### config.mk
export PLATFORM = sky130hd
export DESIGN_NAME = sdram_powerup_seq
export DESIGN_NICKNAME = d
export VERILOG_FILES = /design/src/rtl/sdram_init_pkg.sv /design/src/rtl/init_wait_timer.sv /design/src/rtl/sdram_mode_word.sv /design/src/rtl/sdram_powerup_seq.sv
export SDC_FILE = /design/constraint.sdc
export NUM_CORES = 1
export LEC_CHECK = 0
export BUFFER_PORTS_ARGS = -buffer_cell sky130_fd_sc_hd__buf_2
export CAP_MARGIN = 10
export CORE_MARGIN = 2
export CORE_UTILIZATION = 53
export CTS_BUF_LIST = sky130_fd_sc_hd__clkbuf_4
export CTS_CLUSTER_SIZE = 14
export DETAILED_ROUTE_END_ITERATION = 16
export GPL_ROUTABILITY_DRIVEN = 0
export PLACE_DENSITY = 0.87
export SLEW_MARGIN = 20
export SYNTH_ARGS = -nofsm -noshare
export SYNTH_HDL_FRONTEND = slang
export SYNTH_SLANG_ARGS = --single-unit
export TNS_END_PERCENT = 50
### constraint.sdc
create_clock -name clk -period 2.3 [get_ports clk]
set_clock_uncertainty 0.1 [all_clocks]
set_input_delay 0.23 -clock clk [delete_from_list [all_inputs] [get_ports clk]]
set_output_delay 0.23 -clock clk [all_outputs]
set_load 0.01 [all_outputs]
### src/rtl/sdram_init_pkg.sv
package sdram_init_pkg;

  typedef enum logic [2:0] {
    ST_STABLE   = 3'd0,
    ST_PRE      = 3'd1,
    ST_PRE_WAIT = 3'd2,
    ST_REF      = 3'd3,
    ST_REF_WAIT = 3'd4,
    ST_MRS      = 3'd5,
    ST_MRS_WAIT = 3'd6,
    ST_DONE     = 3'd7
  } init_step_t;

  typedef struct packed {
    logic cs_n;
    logic ras_n;
    logic cas_n;
    logic we_n;
  } sdram_cmd_t;

  localparam sdram_cmd_t CMD_NOP  = 4'b0111;
  localparam sdram_cmd_t CMD_PRE  = 4'b0010;
  localparam sdram_cmd_t CMD_REF  = 4'b0001;
  localparam sdram_cmd_t CMD_MODE = 4'b0000;

  localparam int unsigned AUTO_PRE_BIT = 10;

  // Burst length encoding; 0 stands for full page
  function automatic logic [2:0] burst_len_code(input int unsigned len);
    case (len)
      1:       return 3'b000;
      2:       return 3'b001;
      4:       return 3'b010;
      8:       return 3'b011;
      default: return 3'b111;
    endcase
  endfunction

  // Read latency encoding; only 2 and 3 are legal
  function automatic logic [2:0] latency_code(input int unsigned lat);
    return (lat == 2) ? 3'b010 : 3'b011;
  endfunction

  // Full 16-bit mode word; reserved and test bits stay zero
  function automatic logic [15:0] build_mode_word(input int unsigned len,
                                                  input bit interleave,
                                                  input int unsigned lat,
                                                  input bit single_wr);
    logic [15:0] w;
    w      = '0;
    w[2:0] = burst_len_code(len);
    w[3]   = interleave;
    w[6:4] = latency_code(lat);
    w[9]   = single_wr;
    return w;
  endfunction

  // Command placed on the pins while a step is active
  function automatic sdram_cmd_t step_cmd(input init_step_t s);
    case (s)
      ST_PRE:  return CMD_PRE;
      ST_REF:  return CMD_REF;
      ST_MRS:  return CMD_MODE;
      default: return CMD_NOP;
    endcase
  endfunction

endpackage

### src/rtl/init_wait_timer.sv
module init_wait_timer #(
  parameter int unsigned CNT_W = 8
) (
  input  logic             clk,
  input  logic             rst_n,
  input  logic             run,
  input  logic             restart,
  input  logic [CNT_W-1:0] span,
  output logic             last
);

  logic [CNT_W-1:0] cnt_q;

  assign last = run && (cnt_q == span - CNT_W'(1));

  always_ff @(posedge clk or negedge rst_n) begin
    if (!rst_n) begin
      cnt_q <= '0;
    end else if (restart) begin
      cnt_q <= '0;
    end else if (run && !last) begin
      cnt_q <= cnt_q + CNT_W'(1);
    end
  end

endmodule

### src/rtl/sdram_mode_word.sv
module sdram_mode_word #(
  parameter int unsigned ADDR_W           = 12,
  parameter int unsigned BURST_LEN        = 4,
  parameter bit          BURST_INTERLEAVE = 1'b0,
  parameter int unsigned CAS_LAT          = 3,
  parameter bit          WRITE_SINGLE     = 1'b0
) (
  output logic [ADDR_W-1:0] word
);
  import sdram_init_pkg::*;

  localparam logic [15:0] FULL_WORD =
    build_mode_word(BURST_LEN, BURST_INTERLEAVE, CAS_LAT, WRITE_SINGLE);

  generate
    for (genvar i = 0; i < ADDR_W; i++) begin : g_bit
      if (i < 16) begin : g_field
        assign word[i] = FULL_WORD[i];
      end else begin : g_zero
        assign word[i] = 1'b0;
      end
    end
  endgenerate

endmodule

### src/rtl/sdram_powerup_seq.sv
module sdram_powerup_seq #(
  parameter int unsigned CLK_MHZ          = 250,
  parameter int unsigned STABLE_US        = 200,
  parameter int unsigned TRP_CYC          = 3,
  parameter int unsigned TRC_CYC          = 9,
  parameter int unsigned TMRD_CYC         = 2,
  parameter int unsigned REFRESH_COUNT    = 2,
  parameter bit          MRS_FIRST        = 1'b0,
  parameter int unsigned BURST_LEN        = 4,
  parameter bit          BURST_INTERLEAVE = 1'b0,
  parameter int unsigned CAS_LAT          = 3,
  parameter bit          WRITE_SINGLE     = 1'b0,
  parameter int unsigned ADDR_W           = 12,
  parameter int unsigned BANK_W           = 2,
  parameter int unsigned DQM_W            = 2
) (
  input  logic              clk,
  input  logic              rst_n,
  output logic              cke,
  output logic              cs_n,
  output logic              ras_n,
  output logic              cas_n,
  output logic              we_n,
  output logic [BANK_W-1:0] ba,
  output logic [ADDR_W-1:0] addr,
  output logic [DQM_W-1:0]  dqm,
  output logic              init_done
);
  import sdram_init_pkg::*;

  localparam int unsigned STABLE_CYC = CLK_MHZ * STABLE_US;
  localparam int unsigned SPAN_A     = (TRP_CYC > TRC_CYC) ? TRP_CYC : TRC_CYC;
  localparam int unsigned SPAN_B     = (SPAN_A > TMRD_CYC) ? SPAN_A : TMRD_CYC;
  localparam int unsigned MAX_SPAN   = (SPAN_B > STABLE_CYC) ? SPAN_B : STABLE_CYC;
  localparam int unsigned CNT_W      = $clog2(MAX_SPAN + 1);
  localparam int unsigned REF_W      = $clog2(REFRESH_COUNT + 1);

  init_step_t       state_q, state_d;
  logic [REF_W-1:0] ref_cnt_q;
  logic [CNT_W-1:0] step_span;
  logic             step_last;
  logic             step_advance;
  logic             refs_all_done;
  logic             timer_run;
  logic [ADDR_W-1:0] mode_word;
  sdram_cmd_t       cmd_q;

  // Length of the active step in clocks
  always_comb begin
    case (state_q)
      ST_STABLE:   step_span = CNT_W'(STABLE_CYC);
      ST_PRE_WAIT: step_span = CNT_W'(TRP_CYC);
      ST_REF_WAIT: step_span = CNT_W'(TRC_CYC);
      ST_MRS_WAIT: step_span = CNT_W'(TMRD_CYC);
      default:     step_span = CNT_W'(1);
    endcase
  end

  assign timer_run     = (state_q != ST_DONE);
  assign step_advance  = step_last && timer_run;
  assign refs_all_done = (ref_cnt_q == REF_W'(REFRESH_COUNT));

  init_wait_timer #(.CNT_W(CNT_W)) u_timer (
    .clk     (clk),
    .rst_n   (rst_n),
    .run     (timer_run),
    .restart (step_advance),
    .span    (step_span),
    .last    (step_last)
  );

  sdram_mode_word #(
    .ADDR_W           (ADDR_W),
    .BURST_LEN        (BURST_LEN),
    .BURST_INTERLEAVE (BURST_INTERLEAVE),
    .CAS_LAT          (CAS_LAT),
    .WRITE_SINGLE     (WRITE_SINGLE)
  ) u_mode (
    .word (mode_word)
  );

  // Step ordering; MRS_FIRST picks where the mode write sits
  always_comb begin
    state_d = state_q;
    if (step_advance) begin
      case (state_q)
        ST_STABLE:   state_d = ST_PRE;
        ST_PRE:      state_d = ST_PRE_WAIT;
        ST_PRE_WAIT: state_d = MRS_FIRST ? ST_MRS : ST_REF;
        ST_REF:      state_d = ST_REF_WAIT;
        ST_REF_WAIT: begin
          if (!refs_all_done)  state_d = ST_REF;
          else if (MRS_FIRST)  state_d = ST_DONE;
          else                 state_d = ST_MRS;
        end
        ST_MRS:      state_d = ST_MRS_WAIT;
        ST_MRS_WAIT: state_d = MRS_FIRST ? ST_REF : ST_DONE;
        default:     state_d = ST_DONE;
      endcase
    end
  end

  always_ff @(posedge clk or negedge rst_n) begin
    if (!rst_n) begin
      state_q   <= ST_STABLE;
      ref_cnt_q <= '0;
    end else begin
      state_q <= state_d;
      if (step_advance && state_q == ST_REF) begin
        ref_cnt_q <= ref_cnt_q + REF_W'(1);
      end
    end
  end

  // Registered pin drive, following the step being entered
  always_ff @(posedge clk or negedge rst_n) begin
    if (!rst_n) begin
      cmd_q     <= CMD_NOP;
      addr      <= '0;
      ba        <= '0;
      cke       <= 1'b1;
      dqm       <= '1;
      init_done <= 1'b0;
    end else begin
      cmd_q     <= step_cmd(state_d);
      ba        <= '0;
      cke       <= 1'b1;
      dqm       <= '1;
      init_done <= (state_d == ST_DONE);
      if (state_d == ST_PRE) begin
        addr <= ADDR_W'(1) << AUTO_PRE_BIT;
      end else if (state_d == ST_MRS) begin
        addr <= mode_word;
      end else begin
        addr <= '0;
      end
    end
  end

  assign cs_n  = cmd_q.cs_n;
  assign ras_n = cmd_q.ras_n;
  assign cas_n = cmd_q.cas_n;
  assign we_n  = cmd_q.we_n;

endmodule

# Word level (Yosys, flattened, before mapping)
# Index checks and enable logic that the tools add are counted.
totals:
  regBits: 38
  inputBits: 2
  output_inout_bits: 22
op_classes:
  n_addsub: 3
  eq_ne: 13
  mux: 9
  reduce_logical: 7
ops:
  columns: ["op", "count"]
  rows:
  - ["$pmux W16 S4", 1]
  - ["$mux W16", 2]
  - ["$pmux W3 S6", 1]
  - ["$add A16 B1 Y16 const B", 1]
  - ["$eq A16 B16 Y1", 1]
  - ["$sub A16 B1 Y16 const B", 1]
  - ["$eq A3 B3 Y1 const B", 5]
  - ["$mux W11", 1]
  - ["$eq A3 B2 Y1 const B", 3]
  - ["$pmux W3 S3", 1]
  - ["$eq A3 B1 Y1 const B", 2]
  - ["$mux W3", 2]
  - ["$mux W6", 1]
  - ["$logic_and A1 B1 Y1", 4]
  - ["$logic_not A3 Y1", 1]
  - ["$ne A3 B3 Y1 const B", 1]
  - ["$add A2 B1 Y2 const B", 1]
  - ["$eq A2 B2 Y1 const B", 1]
  - ["$reduce_bool A2 Y1", 1]
  - ["$logic_not A1 Y1", 1]

# Logic depth before layout (Yosys ltp)
logic_depth:
  depth_word: 10
  ltp_mapped: 10
  ltp_nobuf: 8

# Hierarchy
# Synthesis repeated with hierarchy kept, for this count alone.
hier_totals:
  cells_unflattened: 280
  hier_area_um2: 2529.9
by_module_without_submodules:
  columns: ["mod", "n_inst", "cells_per_inst", "area_per_inst_um2", "seq_area_each_um2"]
  rows:
  - ["init_wait_timer", 1, 184, 1524.0, 400.4]
  - ["sdram_powerup_seq", 1, 82, 908.4, 529.3]
  - ["sdram_mode_word", 1, 14, 97.6, 0.0]

# Worst setup path after synthesis
# OpenSTA, ideal clock, no wires.
synth_timing:
  kind: "register to register"
  startpoint: "reg state_q[1]"
  endpoint: "reg state_q[1]"
  setup_time_ns: 0.125
  arrival_ns: 2.082
  required_time_ns: 2.075
  path_slack_ns: -0.006
  path_stages_with_launch: 9
  cell_sequence: "dfrtp_1 buf_2 xor2_1 nor2_1 ha_1 xor2_1 and3_1 o2111a_2 mux2_2"
synth_via:
  elab_chain_cells: 7
  elab_cells_between_ends: 15
  classes_between: "add/sub (1); eq/ne (8); mux (3); reduce/logical (3)"
synth_rtl:
  columns: ["item", "line", "rtl"]
  rows:
  - ["from (decl)", "sdram_powerup_seq.sv:38", "init_step_t state_q, state_d;"]
  - ["from (signal assigned)", "sdram_powerup_seq.sv:108", "state_q <= state_d;"]
  - ["$eq A3 B3 Y1 (tied with other cells)", "sdram_powerup_seq.sv:50", "case (state_q)"]
  - ["$pmux W16 S4", "sdram_powerup_seq.sv:50", null]
  - ["$sub A16 B1 Y16", "init_wait_timer.sv:14", "assign last = run && (cnt_q == span - CNT_W'(1));"]
  - ["$eq A16 B16 Y1", "init_wait_timer.sv:14", null]
  - ["$logic_and A1 B1 Y1", "init_wait_timer.sv:14", null]
  - ["$logic_and A1 B1 Y1", "sdram_powerup_seq.sv:60", "assign step_advance = step_last && timer_run;"]
  - ["$mux W3 (*)", "sdram_powerup_seq.sv:85", "if (step_advance) begin"]
  - ["via state_d[1]", "sdram_powerup_seq.sv:38", null]
# Mark *: on every way through the listed nets, which the timed path passes. The rest lies on a longest branch.
# A chain may end at the register's enable or synchronous reset.

# Worst setup path after layout
layout_timing:
  startpoint: "reg state_q[2]"
  endpoint: "reg ref_cnt_q[1]"
layout_via:
  elab_chain_cells: 7
  elab_cells_between_ends: 12
  classes_between: "add/sub (1); eq/ne (6); mux (1); reduce/logical (4)"
layout_rtl:
  columns: ["item", "line", "rtl"]
  rows:
  - ["$eq A3 B3 Y1 (tied with other cells)", "sdram_powerup_seq.sv:50", null]
  - ["$pmux W16 S4", "sdram_powerup_seq.sv:50", null]
  - ["$sub A16 B1 Y16", "init_wait_timer.sv:14", null]
  - ["$eq A16 B16 Y1", "init_wait_timer.sv:14", null]
  - ["$logic_and A1 B1 Y1", "init_wait_timer.sv:14", null]
  - ["$logic_and A1 B1 Y1", "sdram_powerup_seq.sv:60", null]
  - ["$logic_and A1 B1 Y1 (*)", "sdram_powerup_seq.sv:109", "if (step_advance && state_q == ST_REF) begin"]
  - ["to (signal assigned)", "sdram_powerup_seq.sv:110", "ref_cnt_q <= ref_cnt_q + REF_W'(1);"]
  - ["to (decl)", "sdram_powerup_seq.sv:39", "logic [REF_W-1:0] ref_cnt_q;"]
# Mark *: on every way between the ends. The rest lies on a longest branch, timed or not.

==> flow_metrics.py <==
metrics = {
    "synth": {
        "synth_cell_types": 39,
        "yosysSeqAreaShare": 0.435,
        "synth_seq_cells": 27,
        "synth-edff-count": 0,
        "postSynthAreaPerCell_sq_um": 10.1,
        "yosys_warnings": 0,
        "ys_async_sr_fraction": 1.00,
        "syn_area_sq_um": 1560,
        "ys.flop_type": "dfrtp_1",
        "postSynthCellCount": 154,
    },
    "place": {
        "numPortBuffers": 9,
        "post-place-ws_ns": 0.0638,
        "dp_hpwl_microns": 1940,
    },
    "power_and_ir_drop": {
        "leakage_nw": 0.791,
        "vdd_drop_max_v": 0.000340,
        "powerDensity_nw_per_um2": 431,
    },
    "floorplan": {
        "placementRows": 19,
        "dieArea_sq_um": 3400,
        "io-pin-count": 24,
        "die_y_microns": 58.3,
        "core-area_sq_um": 2780,
        "dieWidth_microns": 58.3,
        "floorplan.initialDensity": 0.562,
    },
    "clock_network": {
        "clk_path_buf_depth": 2,
        "cts_buffers": 3,
        "cts_tree": "yes",
        "cts_root_buf": "clkbuf_4",
        "clock-sinks": 27,
        "clk_latency_ns": 0.33,
        "cts_max_level": 1,
        "clk_pin_slew_ns": 0.14,
    },
    "timing": {
        "slew_headroom": 0.614,
        "drv_slew": 0,
        "period_share": 0.967,
        "rsz0062_at_grt": "yes",
        "min_period_ns": 2.22,
        "finalSetupViolations": 0,
        "hold_violations": 0,
        "hold_slack_ns": 0.311,
        "tightest_slew_ns": 0.579,
        "timing.fmax_ghz": 0.450,
        "setup_ws_ns": 0.0758,
    },
    "global_route": {
        "grt_pass1_vias": 1005,
        "grtUsageTotal": 0.170,
        "antenna_found_initial": 0,
        "grt_max_degree": 28,
        "grt_pass1_wl_microns": 4420,
        "overflow": 0,
    },
    "finish": {
        "layout_commonest_cell": "dfrtp_1",
        "drive_gt1_frac": 0.224,
        "layout_common_cells": "24 x dfrtp_1, 14 x conb_1, 12 x nor2_1",
        "syn_to_final_growth_pct": 5.92,
        "antenna_cells": 0,
        "nNetsFinal": 171,
    },
    "route": {
        "vias": 1055,
        "drtPass1Iterations": 4,
        "routedWlPerCell_microns": 13.2,
        "antenna_left": 0,
        "drt_iter0_drc": 32,
        "vias_per_cell": 5.38,
        "drc_errors": 0,
        "routed_wl_microns": 2580,
    },
    "critical_path": {
        "crit_path_end_kind": "register",
        "cp-start-kind": "register",
        "critPathKind": "reg -> reg",
        "cp_max_fo": 4,
        "critPathArrivalTime_ns": 2.38,
        "r2r_slack_ns": 0.08,
        "cp.required_ns": 2.46,
    },
    "job": {
        "drv_cap": 0,
    },
    "worst_hold_path": {
        "min_path_type": "in -> async",
    },
    "outcome": {
        "status": "finished, final reports clean",
    },
}
## cells by family (layout without fill, tap and decap cells)
logic type / after synthesis / count (layout) / share of synthesized area
adders and majority gates: 3 / 3 / 0.0240
other: 2 / 14 / 0.00481
buffers and inverters: 28 / 27 / 0.110
xor gates and xnor gates: 19 / 19 / 0.111
and+or+nand+nor: 56 / 56 / 0.204
AOI/OAI and AO/OA: 13 / 13 / 0.0713
DFF: 27 / 27 / 0.435
muxes: 6 / 6 / 0.0400
## metrics by stage
| step | cell area (sq um) | TNS, ns | util | std cells | power (W) |
|---|---|---|---|---|---|
| 6_report | 1660 | 0 | 0.595 | 196 | 0.000714 |
| 5_1_grt | 1660 | -0.0712 | 0.595 | 196 | 0.000738 |
| 4_1_cts | 1630 | 0 | 0.585 | 195 | 0.000723 |
| 3_5_place_dp | 1590 | 0 | 0.570 | 190 | 0.000504 |
| 3_3_place_gp | 1590 | 0 | 0.570 | 190 | 0.000503 |
| 2_1_floorplan | 1610 | 0 | - | 166 | 0.000511 |
## critical path: stages, from the launching register on
cell and delay, ns:
dfrtp_1 0.44, xor2_2 0.19, nor2_2 0.16, ha_1 0.25, xor2_1 0.14, and3_4 0.22
o2111a_2 0.26, and3_4 0.21, mux2i_1 0.19
## report_power, final
part           internal, W  switching, W  leakage, nW  total (W)
logic           0.00000171     0.0000190        0.420  0.0000207
registers         0.000475             0        0.353   0.000475
clock network    0.0000799      0.000139       0.0184   0.000218
## final cells by class
cell class	count	area [sq um]
inverter	7	26.3
clock buffer	4	30.0
tap	31	38.8
timing repair buffer	16	104
sequential	27	679
multi-input combinational	111	777
fill	231	1130
## synth_stat cells, types with 4 or more instances
master	number	area, sq um
xor2_1	8	70.1
dfrtp_1	24	601
inv_1	7	26.3
buf_4	17	128
and3_1	7	43.8
nand3_1	5	25.0
o21ai_0	4	20.0
nor3_1	6	30.0
nand4_1	4	25.0
xnor2_1	10	87.6
nand2_1	8	30.0
mux2i_1	4	40.0
nor2_1	13	48.8
## timing repair
| action | CTS | global route |
|---|---|---|
| hold buffers | 1 | 0 |
| hold endpoints to repair | 24 | 0 |
| buffers inserted | 0 | 1 |
| endpoints found under the setup margin | 0 | 15 |
| gates resized for setup | 0 | 4 |
## metal layers
metal | vias to the layer above | track usage | wire length [microns]
li1 | 511 | - | -
met1 | 513 | 0.224 | 1220
met2 | 26 | 0.281 | 1240
met3 | 5 | 0.0198 | 80
met4 | 0 | 0.0797 | 43
met5 | - | 0 | 0
## sequential cells by signal (all words and copies together) (netlist names)
name / flops
ref_cnt_q: 2
u_timer.cnt_q: 16
we_n: 1
addr: 2
ras_n: 1
cas_n: 1
state_q: 3
init_done: 1
## worst paths after layout
path | startpoint | end | cells after the start
max | state_q[2]$_DFF_PN0_ | ref_cnt_q[1]$_DFFE_PN0P_ | 8
min | rst_n | u_timer.cnt_q[5]$_DFFE_PN0P_ | 2
max in group asynchronous | rst_n | we_n$_DFF_PN1_ | 2
min in group clk | u_timer.cnt_q[13]$_DFFE_PN0P_ | u_timer.cnt_q[13]$_DFFE_PN0P_ | 1
min reg2reg | u_timer.cnt_q[13]$_DFFE_PN0P_ | u_timer.cnt_q[13]$_DFFE_PN0P_ | 1
max reg2reg | state_q[2]$_DFF_PN0_ | ref_cnt_q[1]$_DFFE_PN0P_ | 8
(Power assumes the default switching activity.)
